[config.mk]
export PLATFORM = sky130hd
export DESIGN_NAME = ethrx_stat_counters
export DESIGN_NICKNAME = d
export VERILOG_FILES = /design/src/rtl/ethrx_stat_pkg.sv /design/src/rtl/ethrx_frame_classify.sv /design/src/rtl/ethrx_sat_counter.sv /design/src/rtl/ethrx_reg_if.sv /design/src/rtl/ethrx_stat_counters.sv
export SDC_FILE = /design/constraint.sdc
export NUM_CORES = 1
export LEC_CHECK = 0
export ABC_CLOCK_PERIOD_IN_PS = 3600
export BUFFER_PORTS_ARGS = -buffer_cell sky130_fd_sc_hd__buf_2
export CELL_PAD_IN_SITES_DETAIL_PLACEMENT = 0
export CELL_PAD_IN_SITES_GLOBAL_PLACEMENT = 1
export CORE_ASPECT_RATIO = 1.4
export CORE_UTILIZATION = 38
export CTS_CLUSTER_SIZE = 30
export DETAILED_ROUTE_END_ITERATION = 7
export GPL_ROUTABILITY_DRIVEN = 0
export PLACE_DENSITY_LB_ADDON = 0.1
export SLEW_MARGIN = 20
export SYNTH_ARGS = -nofsm -noshare
export SYNTH_HDL_FRONTEND = slang
export SYNTH_HIERARCHICAL = 1
export SYNTH_SLANG_ARGS = --single-unit
export TNS_END_PERCENT = 20
[constraint.sdc]
create_clock -name clk -period 3.6 [get_ports clk]
set_input_delay 1.08 -clock clk [delete_from_list [all_inputs] [get_ports clk]]
set_output_delay 1.08 -clock clk [all_outputs]
set_load 0.02 [all_outputs]
[src/rtl/ethrx_stat_pkg.sv]
package ethrx_stat_pkg;
  localparam int unsigned NUM_CNT = 3;

  // Counter slots; the register address of slot k is k + 1.
  localparam int unsigned SLOT_OVER  = 0;
  localparam int unsigned SLOT_RESID = 1;
  localparam int unsigned SLOT_MCAST = 2;

  typedef enum logic [1:0] {
    RA_MAXLEN = 2'd0,
    RA_OVER   = 2'd1,
    RA_RESID  = 2'd2,
    RA_MCAST  = 2'd3
  } reg_addr_e;
endpackage

[src/rtl/ethrx_frame_classify.sv]
module ethrx_frame_classify
  import ethrx_stat_pkg::*;
#(
  parameter int unsigned LEN_W = 16,
  parameter int unsigned MAC_W = 48
) (
  input  logic                  fr_valid,
  input  logic [LEN_W-1:0]      fr_len,
  input  logic                  fr_resid,
  input  logic [MAC_W-1:0]      fr_dst,
  input  logic [LEN_W-1:0]      max_len,
  output logic [NUM_CNT-1:0]    hit
);
  logic too_long;
  logic group_bit;
  logic is_bcast;

  always_comb begin
    too_long  = fr_len > max_len;
    group_bit = fr_dst[0];
    is_bcast  = &fr_dst;
    hit                 = '0;
    hit[SLOT_OVER]      = fr_valid && too_long && !fr_resid;
    hit[SLOT_RESID]     = fr_valid && fr_resid;
    hit[SLOT_MCAST]     = fr_valid && group_bit && !is_bcast;
  end
endmodule

[src/rtl/ethrx_sat_counter.sv]
module ethrx_sat_counter #(
  parameter int unsigned CNT_W = 32
) (
  input  logic             clk,
  input  logic             rst_n,
  input  logic             inc,
  input  logic             clr,
  output logic [CNT_W-1:0] cnt
);
  localparam logic [CNT_W-1:0] CNT_MAX = '1;

  logic at_max;
  assign at_max = cnt == CNT_MAX;

  always_ff @(posedge clk) begin
    if (!rst_n)               cnt <= '0;
    else if (clr)             cnt <= '0;
    else if (inc && !at_max)  cnt <= cnt + 1'b1;
  end

  AST_CLEAR_TO_ZERO: assert property (@(posedge clk) disable iff (!rst_n)
    clr |=> cnt == '0);
  AST_CLEAR_BEATS_INC: assert property (@(posedge clk) disable iff (!rst_n)
    (clr && inc) |=> cnt == '0);
  AST_NO_OVERFLOW: assert property (@(posedge clk) disable iff (!rst_n)
    (cnt == CNT_MAX && !clr) |=> cnt == CNT_MAX);
  AST_IDLE_HOLDS: assert property (@(posedge clk) disable iff (!rst_n)
    (!inc && !clr) |=> $stable(cnt));
endmodule

[src/rtl/ethrx_reg_if.sv]
module ethrx_reg_if
  import ethrx_stat_pkg::*;
#(
  parameter int unsigned LEN_W      = 16,
  parameter int unsigned CNT_W      = 32,
  parameter int unsigned BUS_W      = 32,
  parameter int unsigned ADDR_W     = 2,
  parameter int unsigned MAXLEN_RST = 1518
) (
  input  logic                           clk,
  input  logic                           rst_n,
  input  logic                           reg_we,
  input  logic                           reg_re,
  input  logic [ADDR_W-1:0]              reg_addr,
  input  logic [BUS_W-1:0]               reg_wdata,
  input  logic [NUM_CNT-1:0][CNT_W-1:0]  cnt_vals,
  output logic [NUM_CNT-1:0]             cnt_clr,
  output logic [LEN_W-1:0]               max_len,
  output logic [BUS_W-1:0]               reg_rdata
);
  logic [BUS_W-1:0] rd_mux;
  logic             unused_wdata_hi;

  assign unused_wdata_hi = ^reg_wdata[BUS_W-1:LEN_W];

  for (genvar k = 0; k < NUM_CNT; k++) begin : g_clr
    assign cnt_clr[k] = reg_we && (reg_addr == ADDR_W'(k + 1));
  end

  always_ff @(posedge clk) begin
    if (!rst_n)
      max_len <= LEN_W'(MAXLEN_RST);
    else if (reg_we && reg_addr == ADDR_W'(RA_MAXLEN))
      max_len <= reg_wdata[LEN_W-1:0];
  end

  always_comb begin
    rd_mux = BUS_W'(max_len);
    for (int k = 0; k < NUM_CNT; k++)
      if (reg_addr == ADDR_W'(k + 1)) rd_mux = BUS_W'(cnt_vals[k]);
  end

  always_ff @(posedge clk) begin
    if (!rst_n)      reg_rdata <= '0;
    else if (reg_re) reg_rdata <= rd_mux;
  end

  AST_LIMIT_LOAD: assert property (@(posedge clk) disable iff (!rst_n)
    (reg_we && reg_addr == ADDR_W'(RA_MAXLEN)) |=> max_len == $past(reg_wdata[LEN_W-1:0]));
  AST_LIMIT_KEEP: assert property (@(posedge clk) disable iff (!rst_n)
    !(reg_we && reg_addr == ADDR_W'(RA_MAXLEN)) |=> $stable(max_len));
  AST_CLR_ONEHOT: assert property (@(posedge clk) disable iff (!rst_n)
    $onehot0(cnt_clr));
endmodule

[src/rtl/ethrx_stat_counters.sv]
module ethrx_stat_counters
  import ethrx_stat_pkg::*;
#(
  parameter int unsigned LEN_W      = 16,
  parameter int unsigned MAC_W      = 48,
  parameter int unsigned CNT_W      = 32,
  parameter int unsigned BUS_W      = 32,
  parameter int unsigned MAXLEN_RST = 1518
) (
  input  logic              clk,
  input  logic              rst_n,
  input  logic              fr_valid,
  input  logic [LEN_W-1:0]  fr_len,
  input  logic              fr_resid,
  input  logic [MAC_W-1:0]  fr_dst,
  input  logic              reg_we,
  input  logic              reg_re,
  input  logic [1:0]        reg_addr,
  input  logic [BUS_W-1:0]  reg_wdata,
  output logic [BUS_W-1:0]  reg_rdata
);
  localparam int unsigned ADDR_W = $clog2(NUM_CNT + 1);

  logic [NUM_CNT-1:0]            hit;
  logic [NUM_CNT-1:0]            clr;
  logic [NUM_CNT-1:0][CNT_W-1:0] cnt_vals;
  logic [LEN_W-1:0]              max_len;

  ethrx_frame_classify #(.LEN_W(LEN_W), .MAC_W(MAC_W)) u_classify (
    .fr_valid (fr_valid),
    .fr_len   (fr_len),
    .fr_resid (fr_resid),
    .fr_dst   (fr_dst),
    .max_len  (max_len),
    .hit      (hit)
  );

  for (genvar k = 0; k < NUM_CNT; k++) begin : g_cnt
    ethrx_sat_counter #(.CNT_W(CNT_W)) u_cnt (
      .clk   (clk),
      .rst_n (rst_n),
      .inc   (hit[k]),
      .clr   (clr[k]),
      .cnt   (cnt_vals[k])
    );
  end

  ethrx_reg_if #(
    .LEN_W(LEN_W), .CNT_W(CNT_W), .BUS_W(BUS_W),
    .ADDR_W(ADDR_W), .MAXLEN_RST(MAXLEN_RST)
  ) u_regs (
    .clk       (clk),
    .rst_n     (rst_n),
    .reg_we    (reg_we),
    .reg_re    (reg_re),
    .reg_addr  (reg_addr),
    .reg_wdata (reg_wdata),
    .cnt_vals  (cnt_vals),
    .cnt_clr   (clr),
    .max_len   (max_len),
    .reg_rdata (reg_rdata)
  );

  AST_RESID_NOT_OVERSIZE: assert property (@(posedge clk) disable iff (!rst_n)
    (fr_valid && fr_resid) |-> !hit[SLOT_OVER]);
  AST_RESID_COUNTS: assert property (@(posedge clk) disable iff (!rst_n)
    (fr_valid && fr_resid) |-> hit[SLOT_RESID]);
  AST_BCAST_NOT_MCAST: assert property (@(posedge clk) disable iff (!rst_n)
    (fr_valid && &fr_dst) |-> !hit[SLOT_MCAST]);
  AST_IDLE_NO_HIT: assert property (@(posedge clk) disable iff (!rst_n)
    !fr_valid |-> hit == '0);
  AST_READ_NO_EFFECT: assert property (@(posedge clk) disable iff (!rst_n)
    (reg_re && !reg_we && !fr_valid) |=> $stable(cnt_vals));
endmodule

==> summary.txt <==
Worst relative slew slack: 0.278
Final Max Slew Viols: 0
Vias: 7649
DRC: 0
Pre-CTS setup slack: -442 ps
R2R Path Start: u_regs/max_len[1]
P_sw: 906 uW
CTS Buffer Depth: 2
Finished Layout Cells: 1335
Slowest CP cell: or4b_4
Worst path max stage delay: 520 ps
Critical Path Start: fr_len[1]
Buffers added on ports: 119
Leading area contributor after synthesis: dfxtp_1
Status: finished, violations left
Worst-case reg-to-reg path depth: 13
Io pins: 136
1st-pass router iterations: 5
Required time of the critical path: 3950 ps
Largest net degree at the start of global routing: 33
Async set-reset flop share out of synthesis: 0
Crit path DAT: 3960 ps
P_leak: 3.44 nW
Synth top area cells: dfxtp_1 37%, a21oi_1 6.0%, o21ai_0 4.9%
Share of layout cells above drive strength 1: 0.215
Post-route ant nets: 0
Final critical-path required period: 3610 ps
Vias per cell: 5.73
Drt wl/cell: 18.0 um
Inst Count DP: 1302
Detailed Place HPWL: 17900 um
RSZ-0062 raised after global routing: yes
Hold_ws: 481 ps
Final setup vio count: 1
Cells after Synth: 941
Core ar.: 20100 um2
Fin nets: 1193
Failing checks: negative setup slack
CTS root buffer: clkbuf_16
Post-synthesis simple-gate area fraction: 0.292
R2R setup slack: 260 ps
Largest family of logic cells by synthesized area: simple AND/OR/NAND/NOR gates
Clock transition at path regs: 70 ps
YS warnings: 6
Die area: 21300 um2
Xor/xnor share of the synthesized area: 0.0100
Overflow after GRT: 0
Placement Rows: 61
Die height: 172 um
Crit end category: flip-flop
GRT Total Usage: 0.233
Max Fclk: 277 MHz
Sequential group share of total power: 0.430
Initial Utilization: 0.391
Commonest cells after routing, fill and taps aside: 144 x dfxtp_1, 119 x buf_2, 99 x nand2_1, 94 x a21oi_1, 77 x o21ai_0
Mapped Area: 7860 um2
Mux share of post-synthesis cell area: 0.0675
First-pass GRT wire length: 37700 um
ANT cells: 0
Worst hold endpoint: u_regs/max_len[4]
Crit path max fanout: 3
Adder-cell share of the synthesized area: 0.0303
Top FF cell, synth: dfxtp_1
Setup WS post-layout: -9.47 ps
Area Overhead vs Synth: 20.5%
Comb power frac: 0.071
Die X: 124 um
Critical R2R Capture: g_cnt[0].u_cnt/cnt[28]
Crit Path Class: input port to flip-flop
CTS H-tree depth: 4
Pint: 2.91 mW
Final-report hold violation count: 0
Netlist cell types: 52
Vias in the first global route: 7169
Final Cycle Share: 1.00
Max_cap viols: 0
Hold Crit Depth: 2
Actual slew at the worst max-slew pin: 1070 ps
Pwr Total: 3.82 mW
TritonCTS clock tree: yes
Maximum VDD drop: 0.354 mV
Synthesized flop and latch total: 144
Number of synthesized flops with an enable pin: 0
CTS Buf Count: 17
Element type at the critical path start: input port
Commonest non-fill, non-tap cell in the layout: dfxtp_1
Syn_nets: 1064
Seq/Total Area, Yosys: 0.367
Crit-path cells: buf_2, ha_4, nor2b_1, o211ai_1, a2111o_1, o211ai_1, and4bb_2, buf_6, nand2_2, or3_4, or4b_4, or3_1, a21oi_1
Initial antenna violation count: 1
Compound-cell area share of the yosys netlist: 0.192
Clock latency at the later pin of the worst-skew pair: 430 ps
Mean post-synth cell area: 8.35 um2
HP Start: u_regs/max_len[4]
Hold Crit Class: flip-flop to flip-flop
Top-area cell type share of the netlist area: 0.367
Clk sinks: 144
Most used cell, CP: o211ai_1
Drt total wl: 24000 um
PwrDens: 403 nW/um2
Post-route core utilization: 0.471
Clk network pwr share: 0.499
Sw frac: 0.237
Clock Skew: 13.5 ps
Starting DRT DRC Count: 354
-- power groups by stage --
stage                     sequential [mW]  clock [mW]  combinational [mW]
after floorplan                      1.68           0               0.143
after global placement               1.68           0               0.269
after detailed placement             1.67           0               0.272
after CTS                            1.64        1.95               0.274
after global routing                 1.64        2.00               0.301
final                                1.64        1.90               0.272
-- final cells by class --
type	instances	area [um2]
tap	252	315
multi-input combinational	728	4670
clock buffer	19	443
timing repair buffer	156	877
fill	2078	10600
inverter	23	86.3
clock inverter	13	185
sequential	144	2880
-- state kept, by name, summed over array words and instances (netlist names) --
name	count
g_cnt.u_cnt/cnt	96
u_regs/max_len	16
u_regs/reg_rdata	32
-- stage by stage --
step	TNS, ps	area [um2]
2_1_floorplan	-295	7860
3_5_place_dp	-4880	8800
4_1_cts	0	9440
5_1_grt	-220	9460
3_3_place_gp	-4160	8800
6_report	-9.47	9460
-- cell families (layout without fill, tap and decap cells) --
family / after synthesis / after routing
AO/OA/AOI/OAI: 255 / 255
multiplexers: 51 / 51
buffers and inverters: 69 / 211
adder cells (fa/ha/maj): 19 / 19
flip-flops: 144 / 144
XOR/XNOR: 9 / 9
AND/OR/NAND/NOR: 394 / 394
-- how the worst max path moves through the flow --
stage	cells after the start	endpoint	slack, ps
finish	13	g_cnt[0].u_cnt/cnt[28]	-9
global route	13	g_cnt[0].u_cnt/cnt[28]	-110
CTS	12	g_cnt[0].u_cnt/cnt[28]	6
detailed placement	12	g_cnt[0].u_cnt/cnt[28]	-440
global placement	13	g_cnt[0].u_cnt/cnt[26]	-410
floorplan	11	g_cnt[0].u_cnt/cnt[28]	-120
-- synth_stat cells, types with 15 or more instances --
master and count:
a21oi_1 94, a22oi_1 16, and4_1 15, clkbuf_1 22, dfxtp_1 144, ha_1 19
inv_1 23, mux2_2 16, mux2i_1 35, nand2_1 100, nand3_1 47, nand3b_1 17
nand4_1 40, nor2_1 16, nor3_1 15, o21ai_0 77, o221ai_1 16, o31ai_1 24
or3_1 45, or4_1 21
-- layer usage --
metal,routed length [um],track usage,up-vias
li1,-,-,3847
met3,841,0.0373,30
met4,395,0.0697,2
met5,8,0,-
met2,12200,0.410,131
met1,10500,0.289,3639
-- worst max-delay path: cells and delay by family --
family	cells	cell delay, ps
and+or+nand+nor	6	1680
AOI/OAI and AO/OA	4	720
adders and majority gates	1	250
buffers and inverters	2	230
-- timing repair --
| item | CTS | global route |
|---|---|---|
| resized for setup | 2 | 2 |
| pin swaps | 2 | 0 |
| endpoints found under the setup margin | 1 | 8 |
| endpoints found under the hold margin | 0 | 0 |
| hold buffers | 0 | 0 |
| setup buffers | 0 | 1 |
| cloned | 0 | 0 |
No activity file was read; power rests on OpenSTA's default activity.
